===== config.mk =====
export PLATFORM = sky130hd
export DESIGN_NAME = i2s_rx_channel
export DESIGN_NICKNAME = d
export VERILOG_FILES = /design/src/rtl/i2s_rx_pkg.sv /design/src/rtl/i2s_rx_ctrl.sv /design/src/rtl/i2s_rx_dp.sv /design/src/rtl/i2s_rx_channel.sv
export SDC_FILE = /design/constraint.sdc
export NUM_CORES = 1
export LEC_CHECK = 0
export BUFFER_PORTS_ARGS = -buffer_cell sky130_fd_sc_hd__buf_4
export CORE_MARGIN = 1
export CORE_UTILIZATION = 50
export CTS_CLUSTER_DIAMETER = 60
export DETAILED_ROUTE_END_ITERATION = 12
export HOLD_SLACK_MARGIN = 0.15
export PLACE_DENSITY = 0.67
export SLEW_MARGIN = 40
export SYNTH_ARGS = -nofsm -noshare
export SYNTH_HDL_FRONTEND = slang
export SYNTH_SLANG_ARGS = --single-unit

===== constraint.sdc =====
create_clock -name clk -period 5.93 [get_ports clk]
set_input_delay 0.593 -clock clk [delete_from_list [all_inputs] [get_ports clk]]
set_output_delay 0.593 -clock clk [all_outputs]
set_load 0.01 [all_outputs]

===== src/rtl/i2s_rx_pkg.sv =====
package i2s_rx_pkg;

  localparam int SAMPLE_W = 16;

  typedef struct packed {
    logic       active;
    logic       master;
    logic       leftHigh;
    logic       wide16;
    logic [1:0] mode;
    logic [7:0] halfDiv;
    logic [5:0] slotBits;
  } rxCfg_t;

  typedef struct packed {
    logic                pushLeft;
    logic                pushRight;
    logic                flush;
    logic                pop;
    logic [SAMPLE_W-1:0] sample;
  } rxStrobe_t;

  function automatic logic rxModeOn(input logic [1:0] mode);
    return (mode == 2'b01) || (mode == 2'b10);
  endfunction

endpackage


===== src/rtl/i2s_rx_ctrl.sv =====
module i2s_rx_ctrl
  import i2s_rx_pkg::*;
#(
  parameter int DATA_W = 32,
  parameter int ADDR_W = 3,
  parameter int CNT_W  = 16
) (
  input  logic              clk,
  input  logic              rstN,
  input  logic              regWr,
  input  logic              regRd,
  input  logic [ADDR_W-1:0] regAddr,
  input  logic [DATA_W-1:0] regWdata,
  output logic [DATA_W-1:0] regRdata,
  input  logic [CNT_W-1:0]  pairCount,
  input  logic              overflow,
  input  logic [DATA_W-1:0] fifoHead,
  input  logic              fifoEmpty,
  input  logic              sclkIn,
  input  logic              wsIn,
  input  logic              sdIn,
  output logic              sclkOut,
  output logic              wsOut,
  output logic              clkDrvEn,
  output rxStrobe_t         strobe
);

  localparam logic [ADDR_W-1:0] A_CFG  = ADDR_W'(0);
  localparam logic [ADDR_W-1:0] A_STAT = ADDR_W'(1);
  localparam logic [ADDR_W-1:0] A_DATA = ADDR_W'(2);
  localparam int SYNC_N = 2;
  localparam int BIT_W = $clog2(SAMPLE_W + 1);

  rxCfg_t cfg;
  logic   flushReq, popReq;
  logic   unusedWdata;

  assign unusedWdata = ^{regWdata[DATA_W-1:22], regWdata[7:6]};
  assign flushReq = regWr && (regAddr == A_STAT) && regWdata[0];
  assign popReq   = regRd && (regAddr == A_DATA) && !fifoEmpty;

  // configuration register and read-back
  always_ff @(posedge clk or negedge rstN) begin
    if (!rstN) begin
      cfg      <= '0;
      regRdata <= '0;
    end else begin
      if (regWr && regAddr == A_CFG) begin
        cfg.active   <= regWdata[0];
        cfg.master   <= regWdata[1];
        cfg.leftHigh <= regWdata[2];
        cfg.wide16   <= regWdata[3];
        cfg.mode     <= regWdata[5:4];
        cfg.halfDiv  <= regWdata[15:8];
        cfg.slotBits <= regWdata[21:16];
      end
      if (regRd) begin
        case (regAddr)
          A_CFG:   regRdata <= DATA_W'({cfg.slotBits, cfg.halfDiv, 2'b00, cfg.mode,
                                        cfg.wide16, cfg.leftHigh, cfg.master, cfg.active});
          A_STAT:  regRdata <= DATA_W'({overflow, pairCount});
          A_DATA:  regRdata <= fifoEmpty ? '0 : fifoHead;
          default: regRdata <= '0;
        endcase
      end
    end
  end

  // master clock generation
  logic       genRun, sclkReg, wsReg, masterRise;
  logic [7:0] divCnt, halfEff;
  logic [5:0] slotCnt, slotEff;

  assign genRun  = cfg.active && cfg.master;
  assign halfEff = (cfg.halfDiv == 8'd0) ? 8'd1 : cfg.halfDiv;
  assign slotEff = (cfg.slotBits == 6'd0) ? 6'd1 : cfg.slotBits;
  assign masterRise = genRun && (divCnt == halfEff - 8'd1) && !sclkReg;

  always_ff @(posedge clk or negedge rstN) begin
    if (!rstN) begin
      divCnt  <= '0;
      sclkReg <= 1'b0;
      wsReg   <= 1'b0;
      slotCnt <= '0;
    end else if (!genRun) begin
      divCnt  <= '0;
      sclkReg <= 1'b0;
      wsReg   <= 1'b0;
      slotCnt <= '0;
    end else if (divCnt == halfEff - 8'd1) begin
      divCnt  <= '0;
      sclkReg <= ~sclkReg;
      if (sclkReg) begin
        if (slotCnt == slotEff - 6'd1) begin
          slotCnt <= '0;
          wsReg   <= ~wsReg;
        end else begin
          slotCnt <= slotCnt + 6'd1;
        end
      end
    end else begin
      divCnt <= divCnt + 8'd1;
    end
  end

  assign sclkOut  = sclkReg;
  assign wsOut    = wsReg;
  assign clkDrvEn = cfg.master;

  // input synchronizers
  logic [SYNC_N-1:0] sclkSyn, wsSyn, sdSyn;
  logic              sclkPrev;

  always_ff @(posedge clk or negedge rstN) begin
    if (!rstN) begin
      sclkSyn  <= '0;
      wsSyn    <= '0;
      sdSyn    <= '0;
      sclkPrev <= 1'b0;
    end else begin
      sclkSyn  <= {sclkSyn[SYNC_N-2:0], sclkIn};
      wsSyn    <= {wsSyn[SYNC_N-2:0], wsIn};
      sdSyn    <= {sdSyn[SYNC_N-2:0], sdIn};
      sclkPrev <= sclkSyn[SYNC_N-1];
    end
  end

  logic rise, wsNow, sdNow, rxOn;
  assign sdNow = sdSyn[SYNC_N-1];
  assign rise  = cfg.master ? masterRise : (sclkSyn[SYNC_N-1] && !sclkPrev);
  assign wsNow = cfg.master ? wsReg : wsSyn[SYNC_N-1];
  assign rxOn  = cfg.active && rxModeOn(cfg.mode);

  // serial capture
  logic                wsKnown, prevWs, armed, wsChange;
  logic [SAMPLE_W-1:0] shreg, finalWord;
  logic [BIT_W-1:0]    bitCnt, wLen;

  assign wLen     = cfg.wide16 ? BIT_W'(16) : BIT_W'(8);
  assign wsChange = rxOn && rise && wsKnown && (wsNow != prevWs);

  always_comb begin
    finalWord = (bitCnt < wLen) ? {shreg[SAMPLE_W-2:0], sdNow} : shreg;
    if (!cfg.wide16) finalWord = finalWord & SAMPLE_W'(16'h00FF);
  end

  always_ff @(posedge clk or negedge rstN) begin
    if (!rstN) begin
      wsKnown <= 1'b0;
      prevWs  <= 1'b0;
      armed   <= 1'b0;
      shreg   <= '0;
      bitCnt  <= '0;
    end else if (!rxOn || flushReq) begin
      wsKnown <= 1'b0;
      armed   <= 1'b0;
      shreg   <= '0;
      bitCnt  <= '0;
    end else if (rise) begin
      if (!wsKnown) begin
        wsKnown <= 1'b1;
        prevWs  <= wsNow;
      end else if (wsNow != prevWs) begin
        prevWs <= wsNow;
        armed  <= 1'b1;
        shreg  <= '0;
        bitCnt <= '0;
      end else if (bitCnt < wLen) begin
        shreg  <= {shreg[SAMPLE_W-2:0], sdNow};
        bitCnt <= bitCnt + BIT_W'(1);
      end
    end
  end

  always_comb begin
    strobe.pushLeft  = wsChange && armed && (prevWs == cfg.leftHigh);
    strobe.pushRight = wsChange && armed && (prevWs != cfg.leftHigh);
    strobe.flush     = flushReq;
    strobe.pop       = popReq;
    strobe.sample    = finalWord;
  end

  // word select only moves on a falling generated bit clock
  p_ws_on_fall_r10: assert property (@(posedge clk) disable iff (!rstN)
    (genRun && $past(genRun) && !$stable(wsOut)) |-> $fell(sclkOut));

  // slave mode keeps the bit-clock output quiet
  p_slave_quiet_r12: assert property (@(posedge clk) disable iff (!rstN)
    !cfg.master |=> !sclkOut);

  // shift counter never exceeds the longest sample
  p_shift_bound_r4: assert property (@(posedge clk) disable iff (!rstN)
    bitCnt <= BIT_W'(SAMPLE_W));

endmodule


===== src/rtl/i2s_rx_dp.sv =====
module i2s_rx_dp
  import i2s_rx_pkg::*;
#(
  parameter int DEPTH  = 64,
  parameter int DATA_W = 32,
  parameter int CNT_W  = 16
) (
  input  logic              clk,
  input  logic              rstN,
  input  rxStrobe_t         strobe,
  output logic [CNT_W-1:0]  pairCount,
  output logic              overflow,
  output logic [DATA_W-1:0] fifoHead,
  output logic              fifoEmpty,
  output logic              dmaReq
);

  localparam int AW = $clog2(DEPTH);
  localparam int PW = AW + 1;
  localparam logic [PW-1:0] DEPTH_P = PW'(DEPTH);

  logic [DATA_W-1:0] mem [DEPTH];
  logic [PW-1:0]     wrPtr, rdPtr, wrNext, words, freeWords;
  logic              haveLeft, roomForPair;
  logic [DATA_W-1:0] sampleExt;

  assign wrNext      = wrPtr + PW'(1);
  assign words       = wrPtr - rdPtr;
  assign freeWords   = DEPTH_P - words;
  assign roomForPair = freeWords >= PW'(2);
  assign sampleExt   = DATA_W'(strobe.sample);

  always_ff @(posedge clk) begin
    if (!strobe.flush) begin
      if (strobe.pushLeft && roomForPair) mem[wrPtr[AW-1:0]] <= sampleExt;
      if (strobe.pushRight && haveLeft)   mem[wrNext[AW-1:0]] <= sampleExt;
    end
  end

  always_ff @(posedge clk or negedge rstN) begin
    if (!rstN) begin
      wrPtr    <= '0;
      rdPtr    <= '0;
      haveLeft <= 1'b0;
      overflow <= 1'b0;
    end else if (strobe.flush) begin
      wrPtr    <= '0;
      rdPtr    <= '0;
      haveLeft <= 1'b0;
      overflow <= 1'b0;
    end else begin
      if (strobe.pushLeft) begin
        if (roomForPair) begin
          haveLeft <= 1'b1;
        end else begin
          haveLeft <= 1'b0;
          overflow <= 1'b1;
        end
      end
      if (strobe.pushRight) begin
        if (haveLeft) wrPtr <= wrPtr + PW'(2);
        haveLeft <= 1'b0;
      end
      if (strobe.pop && words != '0) rdPtr <= rdPtr + PW'(1);
    end
  end

  assign pairCount = CNT_W'(words >> 1);
  assign fifoEmpty = (words == '0);
  assign fifoHead  = mem[rdPtr[AW-1:0]];
  assign dmaReq    = words >= PW'(2);

  // committed region grows only by whole pairs
  p_pair_commit_r3: assert property (@(posedge clk) disable iff (!rstN)
    (wrPtr != $past(wrPtr)) |-> (wrPtr == $past(wrPtr) + PW'(2) || wrPtr == '0));

  // occupancy never exceeds the storage
  p_no_overrun_r8: assert property (@(posedge clk) disable iff (!rstN)
    words <= DEPTH_P);

  // overflow flag is sticky until flush
  p_overflow_sticky_r8: assert property (@(posedge clk) disable iff (!rstN)
    (overflow && !strobe.flush) |=> overflow);

  // flush empties everything
  p_flush_clears_r9: assert property (@(posedge clk) disable iff (!rstN)
    strobe.flush |=> (words == '0 && !overflow && !haveLeft));

  // request tracks presence of a full pair
  p_dma_pair_r7: assert property (@(posedge clk) disable iff (!rstN)
    dmaReq == (pairCount != '0));

endmodule


===== src/rtl/i2s_rx_channel.sv =====
module i2s_rx_channel
  import i2s_rx_pkg::*;
#(
  parameter int DEPTH  = 64,
  parameter int DATA_W = 32,
  parameter int ADDR_W = 3,
  parameter int CNT_W  = 16
) (
  input  logic              clk,
  input  logic              rstN,
  input  logic              regWr,
  input  logic              regRd,
  input  logic [ADDR_W-1:0] regAddr,
  input  logic [DATA_W-1:0] regWdata,
  output logic [DATA_W-1:0] regRdata,
  input  logic              sclkIn,
  input  logic              wsIn,
  input  logic              sdIn,
  output logic              sclkOut,
  output logic              wsOut,
  output logic              clkDrvEn,
  output logic              dmaReq
);

  rxStrobe_t         strobe;
  logic [CNT_W-1:0]  pairCount;
  logic              overflow, fifoEmpty;
  logic [DATA_W-1:0] fifoHead;

  i2s_rx_ctrl #(.DATA_W(DATA_W), .ADDR_W(ADDR_W), .CNT_W(CNT_W)) ctrl_i (
    .clk(clk), .rstN(rstN),
    .regWr(regWr), .regRd(regRd), .regAddr(regAddr),
    .regWdata(regWdata), .regRdata(regRdata),
    .pairCount(pairCount), .overflow(overflow),
    .fifoHead(fifoHead), .fifoEmpty(fifoEmpty),
    .sclkIn(sclkIn), .wsIn(wsIn), .sdIn(sdIn),
    .sclkOut(sclkOut), .wsOut(wsOut), .clkDrvEn(clkDrvEn),
    .strobe(strobe)
  );

  i2s_rx_dp #(.DEPTH(DEPTH), .DATA_W(DATA_W), .CNT_W(CNT_W)) dp_i (
    .clk(clk), .rstN(rstN), .strobe(strobe),
    .pairCount(pairCount), .overflow(overflow),
    .fifoHead(fifoHead), .fifoEmpty(fifoEmpty), .dmaReq(dmaReq)
  );

endmodule


Word level (Yosys, flattened, before mapping)
Memory sizes are Yosys's and may differ from the RTL's.
Cells that the tools add are included.
{ "word_totals": {"in_bits": 42, "wordCells": 163, "ram_bits": 1024, "output_inout_bits": 36, "n_memories": 1, "regBits": 115} }
{ "classes": {"n_eq_ne": 14, "n_reduce_logical": 48, "magnitude_cmp": 3, "n_bitwise": 3, "n_addsub": 10, "muxes": 59} }
{ "mem_list": {"columns": ["memory", "words", "word_bits", "read_ports", "rd_clocked_by_memory_dff", "wr", "line", "rtl"], "rows": [
  ["dp_i.mem", 64, 16, 1, 0, 1, "i2s_rx_dp.sv:22", "logic [DATA_W-1:0] mem [DEPTH];"]
]} }
{ "ops": {"columns": ["cell", "count"], "rows": [
  ["$mux W16", 7],
  ["$pmux W32 S3", 1],
  ["$mux W6", 6],
  ["$mux W7", 5],
  ["$mux W32", 1],
  ["$mux W1", 30],
  ["$mux W5", 6],
  ["$mux W8", 3],
  ["$logic_and A1 B1 Y1", 19],
  ["$reduce_or A16 Y1", 1],
  ["$ge A7 B2 Y1 const B", 2],
  ["$reduce_bool A2 Y1", 7],
  ["$add A6 B1 Y6 const B", 2],
  ["$reduce_and A3 Y1", 4],
  ["$ne A2 B2 Y1 const B", 5],
  ["$add A8 B1 Y8 const B", 1],
  ["$eq A8 B8 Y1", 1],
  ["$logic_not A8 Y1", 1],
  ["$reduce_and A2 Y1", 4],
  ["$sub A8 B1 Y8 const B", 1],
  ["$add A7 B1 Y7 const B", 1],
  ["$add A7 B2 Y7 const B", 1],
  ["$logic_not A7 Y1", 1],
  ["$reduce_bool A7 Y1", 1],
  ["other kinds (18)", 26]
]} }

Longest topological paths before layout
{ "depth": {"word_depth": 18, "ltp_mapped": 15, "mapped_depth_nobuf": 11} }

Cells and area by module
From an unflattened synthesis, not the netlist that was laid out.
{ "unflattened": {"cells_unflattened": 2257, "hier_area_um2": 45647.5} }
{ "modules_own_cells": {"columns": ["mod", "instances", "seq_area_each_um2", "area_per_inst_um2", "cells_per_inst"], "rows": [
  ["i2s_rx_dp", 1, 31124.9, 40488.8, 1734],
  ["i2s_rx_ctrl", 1, 2477.4, 5158.7, 523]
]} }

Worst setup path before layout
Ideal clock, no wire load.
{ "synth_path": {"kind": "register to register", "startpoint": "reg dp_i.rdPtr[0]", "endpoint": "mem dp_i.mem[10][0] (netlist name) (enable)", "slack_ns": 0.230, "required_ns": 5.494, "path_stages_with_launch": 16, "n_path_buf": 6, "arrival_ns": 5.263, "period_less_slack_ns": 5.700, "setup_ns": 0.436, "path_cell_list": "dfrtp_1 > clkbuf_1 > buf_2 > buf_2 > buf_2 > buf_2 > inv_1 > fa_1 > a211oi_1 > nor2_1 > xnor2_1 > or3_1 > nand3_1 > a211oi_1 > clkbuf_1 > nor4b_1"} }
{ "synth_between": {"elab_chain_cells": 8} }
{ "synth_lines": {"columns": ["item", "line", "rtl"], "rows": [
  ["from (decl)", "i2s_rx_dp.sv:23", "logic [PW-1:0] wrPtr, rdPtr, wrNext, words, freeWords;"],
  ["from (signal assigned)", "i2s_rx_dp.sv:64", "if (strobe.pop && words != '0) rdPtr <= rdPtr + PW'(1);"],
  ["$sub A7 B7 Y7", "i2s_rx_dp.sv:28", "assign words = wrPtr - rdPtr;"],
  ["$sub A7 B7 Y7", "i2s_rx_dp.sv:29", "assign freeWords = DEPTH_P - words;"],
  ["$ge A7 B2 Y1", "i2s_rx_dp.sv:30", "assign roomForPair = freeWords >= PW'(2);"],
  ["$logic_and A1 B1 Y1", "i2s_rx_dp.sv:35", "if (strobe.pushLeft && roomForPair) mem[wrPtr[AW-1:0]] <= sampleExt;"],
  ["$mux W1", "i2s_rx_dp.sv:35", null],
  ["$mux W1", "i2s_rx_dp.sv:34", "if (!strobe.flush) begin"],
  ["$mux W1 (implied by the code)", "i2s_rx_dp.sv:35", null],
  ["$mux W1 (no line)", null, null],
  ["to (decl)", "i2s_rx_dp.sv:22", null]
]} }
No other way between the ends.

Final worst setup path
{ "layout_path": {"startpoint": "reg dp_i.rdPtr[0]", "endpoint": "mem dp_i.mem[46][5] (netlist name) (enable)"} }
Same word-level chain as after synthesis.

==> out/qor.yml <==
status:
  status: "completed"
cells_and_area:
  fin_util_pct: 57.6
  fin_cells: 3740
  area_growth_syn_to_layout_pct: 14.2
  drive_above_1_share_pct: 28.1
  final_design_area_no_fill_sq_mm: 0.0517
  layout.nets: 2531
  fillers: 6520
global_routing:
  grt_max_degree: 75
  antenna_found_initial: 3
  grt_pass1_wl_um: 154000
  grt_pass1_vias: 23197
  grt_overflow_total: 0
  track_usage_pct: 23.3
synth:
  postSynthCellCount: 2291
  synth.cell_area_sq_mm: 0.0453
  ys_top_cells_by_count: "edfxtp_1 (1,024), mux4_2 (314), nand2_1 (152)"
  ys_ff_latch: 1128
  yosysMostFrequentCell: "edfxtp_1"
  synth_top_area_share_pct: 67.9
  ys.flop_type: "edfxtp_1"
  synth_edf_count: 1024
  synth_area_leader_cell: "edfxtp_1"
  syn_area_per_cell_sq_um: 19.8
  yosysUniqueCellTypes: 65
  yosysSeqAreaShare_pct: 73.6
  async_flop_share_pct: 9.22
  ys_top_cells_by_area: "edfxtp_1 (68%), mux4_2 (16%), dfrtp_1 (5.7%), nand2_1 (1.3%), a21oi_1 (0.98%)"
  ys.warnings.count: 0
placed_design:
  place_hpwl_um: 61800
  portBuffers: 55
  placedCellCount: 3504
  gp_congestion: 0.908
  preCtsSetupSlack_ns: 1.46
  place_area_sq_mm: 0.0480
critical_path:
  critPathLaunchType: "flip-flop"
  crit_chain: "inv_1, fa_1, a211oi_1, nor2_1, xnor2_1, or3_1, or3_1, a211oi_4, buf_4, nor4b_2, buf_4"
  critPathMaxFanout: 32
  regToRegStartpoint: "dp_i.rdPtr[0]$_DFFE_PN0P_"
  timing.rr.end: "dp_i.mem[46][5]$_DFFE_PP_"
  worst_path_max_delay_cell: "dfrtp_4"
  rr_worst_depth: 11
  slowest_delay_ns: 0.81
  crit_family: "simple AND/OR/NAND/NOR gates"
  worstSetupPathType: "flip-flop to flip-flop"
  cp.arrival_ns: 4.93
  path_depth: 11
  critPathBufInv: 3
  r2r_slack_ns: 1.40
  worstPathRequired_ns: 6.33
  crit_path_end_kind: "flip-flop"
floorplanning:
  dieArea_sq_mm: 0.0918
  initial_core_util_pct: 50.4
  die_x_um: 303
  boundaryPins: 78
  die_h_um: 303
  core-area_sq_mm: 0.0899
  rows: 110
clock_network:
  cts_tree: "built"
  cts-root-buf: "clkbuf_16"
  clk_latency_ns: 0.69
  clk_pin_slew_ns: 0.06
  cts_max_path_buffers: 3
  cts_buffers: 112
  cts_sinks: 1128
  ctsHtreeMaxLevel: 3
  cts.repair.resized: 0
timing:
  setup_ws_ns: 1.40
  period_minus_slack_ns: 4.53
  period_share_pct: 76.4
  holdWs_ns: 0.297
  rsz0062_at_grt: "false"
  hold_violations: 0
  worstMarginPinSlew_ns: 0.829
  slew_headroom_pct: 44.7
  max_freq_mhz: 221
  setup_viol: 0
  finalMaxSlewViolations: 0
  fin_skew_ns: 0.0296
  tns_ns: 0
drt:
  vias: 23131
  vias_per_cell: 6.18
  drtAntennaViolNets: 0
  drc: 0
  first_iter_violations: 2609
  drt-wirelength-per-cell_um: 28.1
  drt_pass1_iterations: 6
  wl_um: 105000
power_and_ir_drop:
  power.switching_mw: 6.16
  power_density_mw_per_mm2: 409
  p_leak_nw: 16.8
  sw_frac_of_total_pct: 29.1
  p_int_mw: 15.0
  clkPwrFrac_pct: 31.8
  p_seq_share_pct: 41.8
  finalPower_mw: 21.2
  peakVddDrop_mv: 0.260
  p_comb_share_pct: 26.4
flow_run:
  cap_violations: 0
worst_hold_path:
  hp-class: "primary input to flip-flop"
  whs_endpoint: "ctrl_i.regRdata[18]$_DFFE_PN0P_"
  hold_path_startpoint: "regAddr[2]"
  whs_path_depth: 4
-- layer usage --
metal	GRT usage (%)	routed length, um	vias up
li1	-	-	9715
met1	33.2	42600	12312
met2	37.4	52100	933
met3	4.02	7910	169
met4	6.56	2680	2
met5	0	13	-
-- layout by cell type, fill, tap and decap left out, types with 14 or more instances in the layout --
cell type	synthesis	final
xor2_1	17	17
clkbuf_16	0	112
mux4_2	314	314
nand2b_1	14	14
o21ai_0	46	46
nor4b_2	0	32
edfxtp_1	1024	1024
inv_1	28	28
buf_4	10	151
a21oi_1	89	81
mux2_2	16	16
clkinv_1	3	29
xnor2_1	14	14
mux2i_1	17	17
dfrtp_1	104	101
clkinv_2	0	18
nor2b_1	17	17
dlygate4sd3_1	0	24
nand3_1	28	27
nand2_1	152	144
nor2_1	62	62
nand3b_1	14	14
ha_1	20	20
clkbuf_1	88	28
-- final cells by class --
| class | count | area [sq um] | area share (%) |
|---|---|---|---|
| antenna | 1 | 2.50 | 0.00484 |
| clock buffer | 143 | 2950 | 5.70 |
| clock inverter | 66 | 549 | 1.06 |
| inverter | 31 | 119 | 0.230 |
| multi-input combinational | 1008 | 11700 | 22.6 |
| sequential | 1128 | 33400 | 64.5 |
| tap | 1176 | 1470 | 2.84 |
| timing repair buffer | 187 | 1580 | 3.05 |
-- power by group through the flow --
stage | registers [mW] | logic, mW | clock network, mW
after floorplan | 8.91 | 3.86 | 0
after global placement | 9.01 | 5.47 | 0
after detailed placement | 9.01 | 5.57 | 0
after CTS | 8.85 | 5.60 | 6.83
after global routing | 8.86 | 5.87 | 7.13
final | 8.85 | 5.59 | 6.72
-- what timing repair did --
| action | CTS | global route |
|---|---|---|
| hold buffers | 24 | 0 |
| endpoints found under the hold margin | 55 | 0 |
| setup buffers | 0 | 0 |
| setup endpoints to repair | 0 | 0 |
-- sequential cells by signal (all words and copies together), names as in the netlist --
name             cells
dp_i.rdPtr           7
ctrl_i.cfg          19
ctrl_i.clkDrvEn      1
ctrl_i.sdSyn         2
ctrl_i.divCnt        8
ctrl_i.wsOut         1
ctrl_i.bitCnt        5
ctrl_i.prevWs        1
ctrl_i.regRdata     22
ctrl_i.shreg        16
ctrl_i.sclkSyn       2
dp_i.haveLeft        1
ctrl_i.armed         1
dp_i.wrPtr           6
ctrl_i.sclkPrev      1
dp_i.mem          1024
ctrl_i.slotCnt       6
ctrl_i.wsSyn         2
ctrl_i.sclkOut       1
dp_i.overflow        1
ctrl_i.wsKnown       1
-- worst min-delay path, delay by kind of cell --
| family | cells | cell delay [ns] |
|---|---|---|
| and+or+nand+nor | 2 | 0.17 |
| buffers and inverters | 1 | 0.11 |
| AOI/OAI and AO/OA | 1 | 0.07 |
-- logic make-up after synthesis --
kind of cell | count (synthesis) | share of synthesized area (%)
adder cells (fa/ha/maj) | 21 | 0.597
AND/OR/NAND/NOR | 398 | 4.62
multiplexers | 347 | 16.4
buffers and inverters | 164 | 1.49
other | 1 | 0.00828
flip-flops | 1128 | 73.6
AO/OA/AOI/OAI | 200 | 2.64
XOR/XNOR | 32 | 0.652
-- worst max-delay path by stage --
stage | from | to | slack (ns)
after floorplan | dp_i.rdPtr[0]$_DFFE_PN0P_ | dp_i.mem[10][0]$_DFFE_PP_ | 0.23
after global placement | dp_i.rdPtr[0]$_DFFE_PN0P_ | ctrl_i.regRdata[0]$_DFFE_PN0P_ | 1.48
after detailed placement | dp_i.rdPtr[0]$_DFFE_PN0P_ | ctrl_i.regRdata[0]$_DFFE_PN0P_ | 1.46
after CTS | dp_i.rdPtr[0]$_DFFE_PN0P_ | ctrl_i.regRdata[0]$_DFFE_PN0P_ | 1.45
after global routing | dp_i.rdPtr[0]$_DFFE_PN0P_ | dp_i.mem[48][9]$_DFFE_PP_ | 1.22
final | dp_i.rdPtr[0]$_DFFE_PN0P_ | dp_i.mem[46][5]$_DFFE_PP_ | 1.40
Note: power is estimated with default switching activity, not from simulation.
